<file path="config.mk">
export PLATFORM = sky130hd
export DESIGN_NAME = iso_out_ctrl
export DESIGN_NICKNAME = d
export VERILOG_FILES = /design/src/rtl/iso_pkg.sv /design/src/rtl/lockout_timer.sv /design/src/rtl/enable_sync.sv /design/src/rtl/out_stage.sv /design/src/rtl/iso_out_ctrl.sv
export SDC_FILE = /design/constraint.sdc
export NUM_CORES = 1
export LEC_CHECK = 0
export BUFFER_PORTS_ARGS = -buffer_cell sky130_fd_sc_hd__buf_2
export CORE_AREA = 2 2 80 82
export DETAILED_ROUTE_END_ITERATION = 8
export DIE_AREA = 0 0 82 84
export GPL_ROUTABILITY_DRIVEN = 0
export PLACE_DENSITY_LB_ADDON = 0.25
export RECOVER_POWER = 25
export SLEW_MARGIN = 5
export SYNTH_ARGS = -nofsm -noshare
export SYNTH_HDL_FRONTEND = slang
export SYNTH_HIERARCHICAL = 1
export SYNTH_SLANG_ARGS = --single-unit
</file>
<file path="constraint.sdc">
create_clock -name clk -period 4.14 [get_ports clk]
set_input_delay 0 -clock clk [delete_from_list [all_inputs] [get_ports clk]]
set_output_delay 0 -clock clk [all_outputs]
set_load 0.005 [all_outputs]
</file>
<file path="src/rtl/iso_pkg.sv">
package iso_pkg;

  // Output behaviour selected from the three qualifying conditions.
  typedef enum logic [1:0] {
    MODE_LOCK = 2'd0,  // output side in lockout: drive low
    MODE_HIZ  = 2'd1,  // disabled: float pads
    MODE_SAFE = 2'd2,  // far side in lockout: fail-safe low
    MODE_PASS = 2'd3   // pass recovered data
  } out_mode_e;

  function automatic out_mode_e pick_mode(input logic out_ready,
                                          input logic enabled,
                                          input logic in_ready);
    if (!out_ready)     return MODE_LOCK;
    else if (!enabled)  return MODE_HIZ;
    else if (!in_ready) return MODE_SAFE;
    else                return MODE_PASS;
  endfunction

  function automatic int unsigned cnt_width(input int unsigned cycles);
    return (cycles < 2) ? 1 : $clog2(cycles + 1);
  endfunction

endpackage

</file>
<file path="src/rtl/lockout_timer.sv">
module lockout_timer #(
  parameter int unsigned CYCLES = 10000
) (
  input  logic clk,
  input  logic rst_n,
  input  logic pwr_ok,
  output logic ready
);
  localparam int unsigned CNT_W = iso_pkg::cnt_width(CYCLES);
  localparam logic [CNT_W-1:0] LAST = CNT_W'(CYCLES - 1);

  logic [CNT_W-1:0] cnt;

  always_ff @(posedge clk or negedge rst_n) begin
    if (!rst_n) begin
      cnt   <= '0;
      ready <= 1'b0;
    end else if (!pwr_ok) begin
      cnt   <= '0;
      ready <= 1'b0;
    end else if (!ready) begin
      if (cnt == LAST) ready <= 1'b1;
      else             cnt   <= cnt + 1'b1;
    end
  end
endmodule

</file>
<file path="src/rtl/enable_sync.sv">
module enable_sync #(
  parameter bit HAS_ENABLE = 1'b1
) (
  input  logic clk,
  input  logic rst_n,
  input  logic en_level,
  input  logic en_float,
  output logic en_s
);
  generate
    if (HAS_ENABLE) begin : g_pin
      logic en_raw;
      logic [1:0] sync_q;
      assign en_raw = en_level | en_float;
      always_ff @(posedge clk or negedge rst_n) begin
        if (!rst_n) sync_q <= 2'b11;
        else        sync_q <= {sync_q[0], en_raw};
      end
      assign en_s = sync_q[1];
    end else begin : g_nopin
      logic unused_pin;
      assign unused_pin = ^{clk, rst_n, en_level, en_float};
      assign en_s = 1'b1;
    end
  endgenerate
endmodule

</file>
<file path="src/rtl/out_stage.sv">
module out_stage #(
  parameter int unsigned MAX_CH = 6,
  parameter int unsigned N_CH   = 6
) (
  input  logic                 clk,
  input  logic                 rst_n,
  input  iso_pkg::out_mode_e   mode,
  input  logic [MAX_CH-1:0]    rx_data,
  output logic [MAX_CH-1:0]    ch_out,
  output logic                 ch_drive
);
  import iso_pkg::*;

  always_ff @(posedge clk or negedge rst_n) begin
    if (!rst_n) ch_drive <= 1'b1;
    else        ch_drive <= (mode != MODE_HIZ);
  end

  generate
    for (genvar g = 0; g < MAX_CH; g++) begin : g_lane
      if (g < N_CH) begin : g_live
        always_ff @(posedge clk or negedge rst_n) begin
          if (!rst_n) ch_out[g] <= 1'b0;
          else        ch_out[g] <= (mode == MODE_PASS) & rx_data[g];
        end
      end else begin : g_tied
        logic unused_bit;
        assign unused_bit = rx_data[g];
        assign ch_out[g]  = 1'b0;
      end
    end
  endgenerate
endmodule

</file>
<file path="src/rtl/iso_out_ctrl.sv">
module iso_out_ctrl #(
  parameter int unsigned MAX_CH         = 6,
  parameter int unsigned N_CH           = 6,
  parameter int unsigned STARTUP_CYCLES = 10000,
  parameter bit          HAS_ENABLE     = 1'b1
) (
  input  logic              clk,
  input  logic              rst_n,
  input  logic              in_pwr_ok,
  input  logic              out_pwr_ok,
  input  logic              en_level,
  input  logic              en_float,
  input  logic [MAX_CH-1:0] rx_data,
  output logic [MAX_CH-1:0] ch_out,
  output logic              ch_drive
);
  import iso_pkg::*;

  // Named internal events, observed by the bound checker.
  logic      out_rdy;
  logic      in_rdy;
  logic      en_s;
  out_mode_e mode;

  lockout_timer #(.CYCLES(STARTUP_CYCLES)) u_out_tmr (
    .clk(clk), .rst_n(rst_n), .pwr_ok(out_pwr_ok), .ready(out_rdy));

  lockout_timer #(.CYCLES(STARTUP_CYCLES)) u_in_tmr (
    .clk(clk), .rst_n(rst_n), .pwr_ok(in_pwr_ok), .ready(in_rdy));

  enable_sync #(.HAS_ENABLE(HAS_ENABLE)) u_en (
    .clk(clk), .rst_n(rst_n), .en_level(en_level),
    .en_float(en_float), .en_s(en_s));

  assign mode = pick_mode(out_rdy, en_s, in_rdy);

  out_stage #(.MAX_CH(MAX_CH), .N_CH(N_CH)) u_out (
    .clk(clk), .rst_n(rst_n), .mode(mode), .rx_data(rx_data),
    .ch_out(ch_out), .ch_drive(ch_drive));
endmodule

</file>
* Word level (Yosys, flattened, before mapping)
Cells that the tools add are included.
** Storage, ports and cells
- Register bits after elaboration :: 39
- Logic and storage cells :: 46
- Output and inout port bits :: 7
** Operators by class
- Multiplexer cells :: 15
- Reduce and logical (&&, ||, !) cells :: 2
- Equal/unequal tests :: 8
- Bitwise logic cells :: 7
- Add/subtract/negate cells :: 2
** Operators by type and width (number)
- 14-bit two-way mux :: 6
- 14-bit by 1-bit adder with 14-bit output (second input constant) :: 2
- 14-bit equality test (second input constant) :: 2
- 2-bit != test (second input constant) :: 4
- 1-bit two-way mux :: 7
- 1-bit AND :: 6
- 2-bit two-way mux :: 2
- 2-bit AND reduction :: 2
- 2-bit equality test (second input constant) :: 1
- 2-bit by 1-bit != test with 1-bit output (second input constant) :: 1
- 1-bit bitwise OR :: 1

* Longest topological paths before layout
- Word-level depth :: 5
- Mapped depth :: 5
- Mapped depth without buffers :: 5

* Cells and area by module
Netlist, hierarchy kept.
** By module, submodules not included
- lockout_timer :: instances 2, area an instance 837.1 um^2, cells each 85
- out_stage :: instances 1, area an instance 220.2 um^2, cells each 14
- enable_sync :: instances 1, area an instance 58.8 um^2, cells each 3
- iso_out_ctrl :: instances 1, area an instance 17.5 um^2, cells each 3

* Worst setup path after synthesis
OpenSTA, ideal clock, no wires.
- Path type :: reg2reg
- Start :: register u_in_tmr.cnt[0]
- End :: register u_in_tmr.cnt[0]
- Arrival time :: 1.528 ns
- Path slack :: 2.535 ns
- Library setup time :: 0.076 ns
- Path buffers :: 0
- Required time :: 4.064 ns
- Clock period less this slack :: 1.605 ns
- Cell stages (with the launch flop) :: 6
- Cells stage by stage :: dfrtp_1 > ha_1 > nand4b_1 > nor4_4 > or4b_2 > o21ai_1
** Between the ends
- Word-level cells in the longest chain between the ends :: 4
** Ends and longest elaborated chain
- start: declaration :: line lockout_timer.sv:12 : logic [CNT_W-1:0] cnt;
- start signal: assignment :: line lockout_timer.sv:23 : else cnt <= cnt + 1'b1;
- 14-bit by 1-bit adder with 14-bit output :: line lockout_timer.sv:23
- 14-bit two-way mux :: line lockout_timer.sv:22 : if (cnt == LAST) ready <= 1'b1;
- 14-bit two-way mux :: line lockout_timer.sv:21 : end else if (!ready) begin
- 14-bit two-way mux :: line lockout_timer.sv:18 : end else if (!pwr_ok) begin
Parallel ways exist; a longest one is shown, timed or not. The select of a mux whose other input is x is not followed.
A chain may end at the register's enable or synchronous reset.

==> run summary <==
Status = complete, but fails checks
Violated checks = max-capacitance violations, max-slew violations
GR Overflow Total = 0
Synth area leaders = dfrtp_1, xor2_1, and2_1, dfstp_2, nand2_1
Clock slew at reported path FFs = 0.08 ns
Syn avg cell area = 10.4 sq um
Period utilisation layout = 0.497
Max Freq = 486 MHz
DR iter-0 viols = 63
Total wire length = 3720 um
Async SR Flop Fraction = 1.00
Port bufs = 18
Num rows = 29
Crit Path Max Fanout = 39
Die Y = 84 um
Largest family of logic cells by synthesized area = simple AND/OR/NAND/NOR gates
Vias in the first global route = 1397
FF+latch count, synth = 39
Slew HR = -0.396
Unrepaired setup endpoints after global routing = false
Clock Skew = 0.00787 ns
Largest net degree at the start of global routing = 40
Largest area contributor in the netlist = dfrtp_1
VDD IR max = 183 uV
Inserted Clock Buffers = 5
DP HPWL = 2490 um
Fin nets = 238
Most numerous cell in the Yosys netlist = dfrtp_1
Initial antenna violation count = 0
Max H-tree Level = 2
Worst min path class = in -> reg
CP startpoint kind = primary input
Worst-margin pin slew = 2.09 ns
Area Overhead vs Synth = 19.4%
Setup crit end kind = async pin
Final setup viols = 0
Chip Width = 82 um
Tot Pwr = 0.764 mW
Synth Area in Adders = 0.0254
Max Cap Violations = 1
Sequential Area = 980 sq um
Slew Viols, Final = 40
DRC = 0
TritonCTS clock tree = built
Synth Area in Compound Gates = 0.0813
Fill cell count = 608
Top_reg_cell synth = dfrtp_1
Post-Syn Area = 1970 sq um
Multiplexer share of the synthesized area = 0.0203
Max clock buf depth = 2
Via-to-Cell Ratio = 4.85
Clock Latency Late Sink = 0.29 ns
Synth cell count leaders = dfrtp_1, nand2_1, and2_1
Top cell type's share of synthesized area = 0.457
Area of the multi-input gates = 970 sq um
Num Clock Sinks = 39
Leak = 1.09 nW
Ys Warns = 6
Synth Net Count = 206
Final setup TNS = 0 ns
Slowest cell on crit path = clkbuf_1
Detail Route Antenna Nets = 0
CP peak stage delay = 1.48 ns
Synth Area in Simple Gates = 0.321
Ant diodes = 0
Number of synthesized flops with an enable pin = 0
Setup CP Type = in -> async
Post-layout min period = 2.06 ns
WP buf/inv = 2
Global-route wire length before repair = 6300 um
Share of cells above drive strength 1 = 0.188
Seq/Total Area, Yosys = 0.497
DR WL/cell = 12.4 um
Yosys cell types = 35
Die area = 6890 sq um
Hold Vio Cnt, Final = 0
Arrival time worst endpoint = 2.04 ns
Starting Density = 0.323
Power per cell area = 325 nW/um^2
DR vias = 1455
Tot GR Track Use = 0.118
Post-Syn Instances = 190
Core region area = 6100 sq um
I/O pin count = 19
Crit-path cells = dlygate4sd3_1 > clkbuf_1
CP top delay family = buffers and inverters
Clock root buffer = clkbuf_8
Synth Area in XOR/XNOR = 0.0444
Worst Path Required = 4.12 ns
Initial DRT Pass Iterations = 6
state kept, by name, summed over array words and instances, names as in the netlist:
signal             flops
u_out_tmr/cnt         14
u_out/ch_out           6
u_out/ch_drive         1
u_en/g_pin.sync_q      2
u_in_tmr/ready         1
u_in_tmr/cnt          14
u_out_tmr/ready        1
cell type report:
type / instances / area share
clock inverters: 2 / 0.0149
clock buffers: 6 / 0.0351
multi-input cells: 146 / 0.412
repair buffers: 27 / 0.0760
well taps: 77 / 0.0409
flip-flops and latches: 39 / 0.416
inverters: 3 / 0.00478
through the flow:
step,util,instance area [sq um],worst slack [ns],hold slack (ns),std cells
6_report,0.386,2350,2.08,0.0699,300
4_1_cts,0.386,2350,2.41,0.0684,300
2_1_floorplan,-,1970,2.54,-0.296,190
5_1_grt,0.386,2350,1.49,0.0799,300
3_5_place_dp,0.352,2150,2.43,0.183,283
3_3_place_gp,0.352,2150,2.42,0.178,283
power breakdown:
part	internal (mW)	switching [mW]	leakage [nW]
Clock	0.195	0.135	0.0612
Combinational	0.0178	0.0209	0.502
Sequential	0.387	0.00790	0.530
repair_timing:
| item | 4_1_cts | 5_1_grt |
|---|---|---|
| gates resized for setup | 0 | 0 |
| hold endpoints to repair | 43 | 0 |
| hold buffers | 9 | 0 |
| buffers inserted | 0 | 0 |
routing by layer:
metal / vias to the layer above / global-route usage / wire length, um
li1: 752 / - / -
met5: - / 0 / 0
met3: 5 / 0.0292 / 77
met4: 0 / 0.0409 / 31
met2: 10 / 0.181 / 1760
met1: 688 / 0.160 / 1840
cell usage in the layout, fill, tap and decap left out, types with 3 or more instances in the layout:
cell type	instances
and3_1	6
nand2_1	20
nor3_1	8
o21ai_0	6
nand3_1	12
and2_1	13
nor2_1	6
mux2i_1	4
nand4_1	4
nor2b_1	6
dfrtp_1	36
inv_1	3
dfstp_2	3
xor2_1	10
or3_1	4
nand2b_1	3
buf_2	17
a21boi_0	4
nor4_1	6
dlygate4sd3_1	9
ha_1	4
clkbuf_8	6
o21a_1	4
path summary, 6_finish.rpt:
| path | slack [ns] | end | cells past startpoint | from |
|---|---|---|---|---|
| worst max-delay path | 2.08 | u_out/ch_out[3] | 2 | rst_n |
| worst min-delay path | 0.07 | u_out_tmr/cnt[4] | 2 | out_pwr_ok |
| worst max register to register | 2.41 | u_in_tmr/cnt[0] | 5 | u_in_tmr/cnt[0] |
| worst min register to register | 0.36 | u_en/g_pin.sync_q[1] | 0 | u_en/g_pin.sync_q[0] |
| max in group clk | 2.41 | u_in_tmr/cnt[0] | 5 | u_in_tmr/cnt[0] |
| min in group asynchronous | 0.84 | u_in_tmr/cnt[8] | 2 | rst_n |
cells by family (layout without fill, tap and decap cells):
family / after synthesis / count (layout)
buf+inv: 5 / 38
compound gates: 23 / 23
mux: 4 / 4
fa+ha+maj: 4 / 4
flops: 39 / 39
simple gates: 105 / 105
xor+xnor: 10 / 10
No activity file was read; power rests on OpenSTA's default activity.
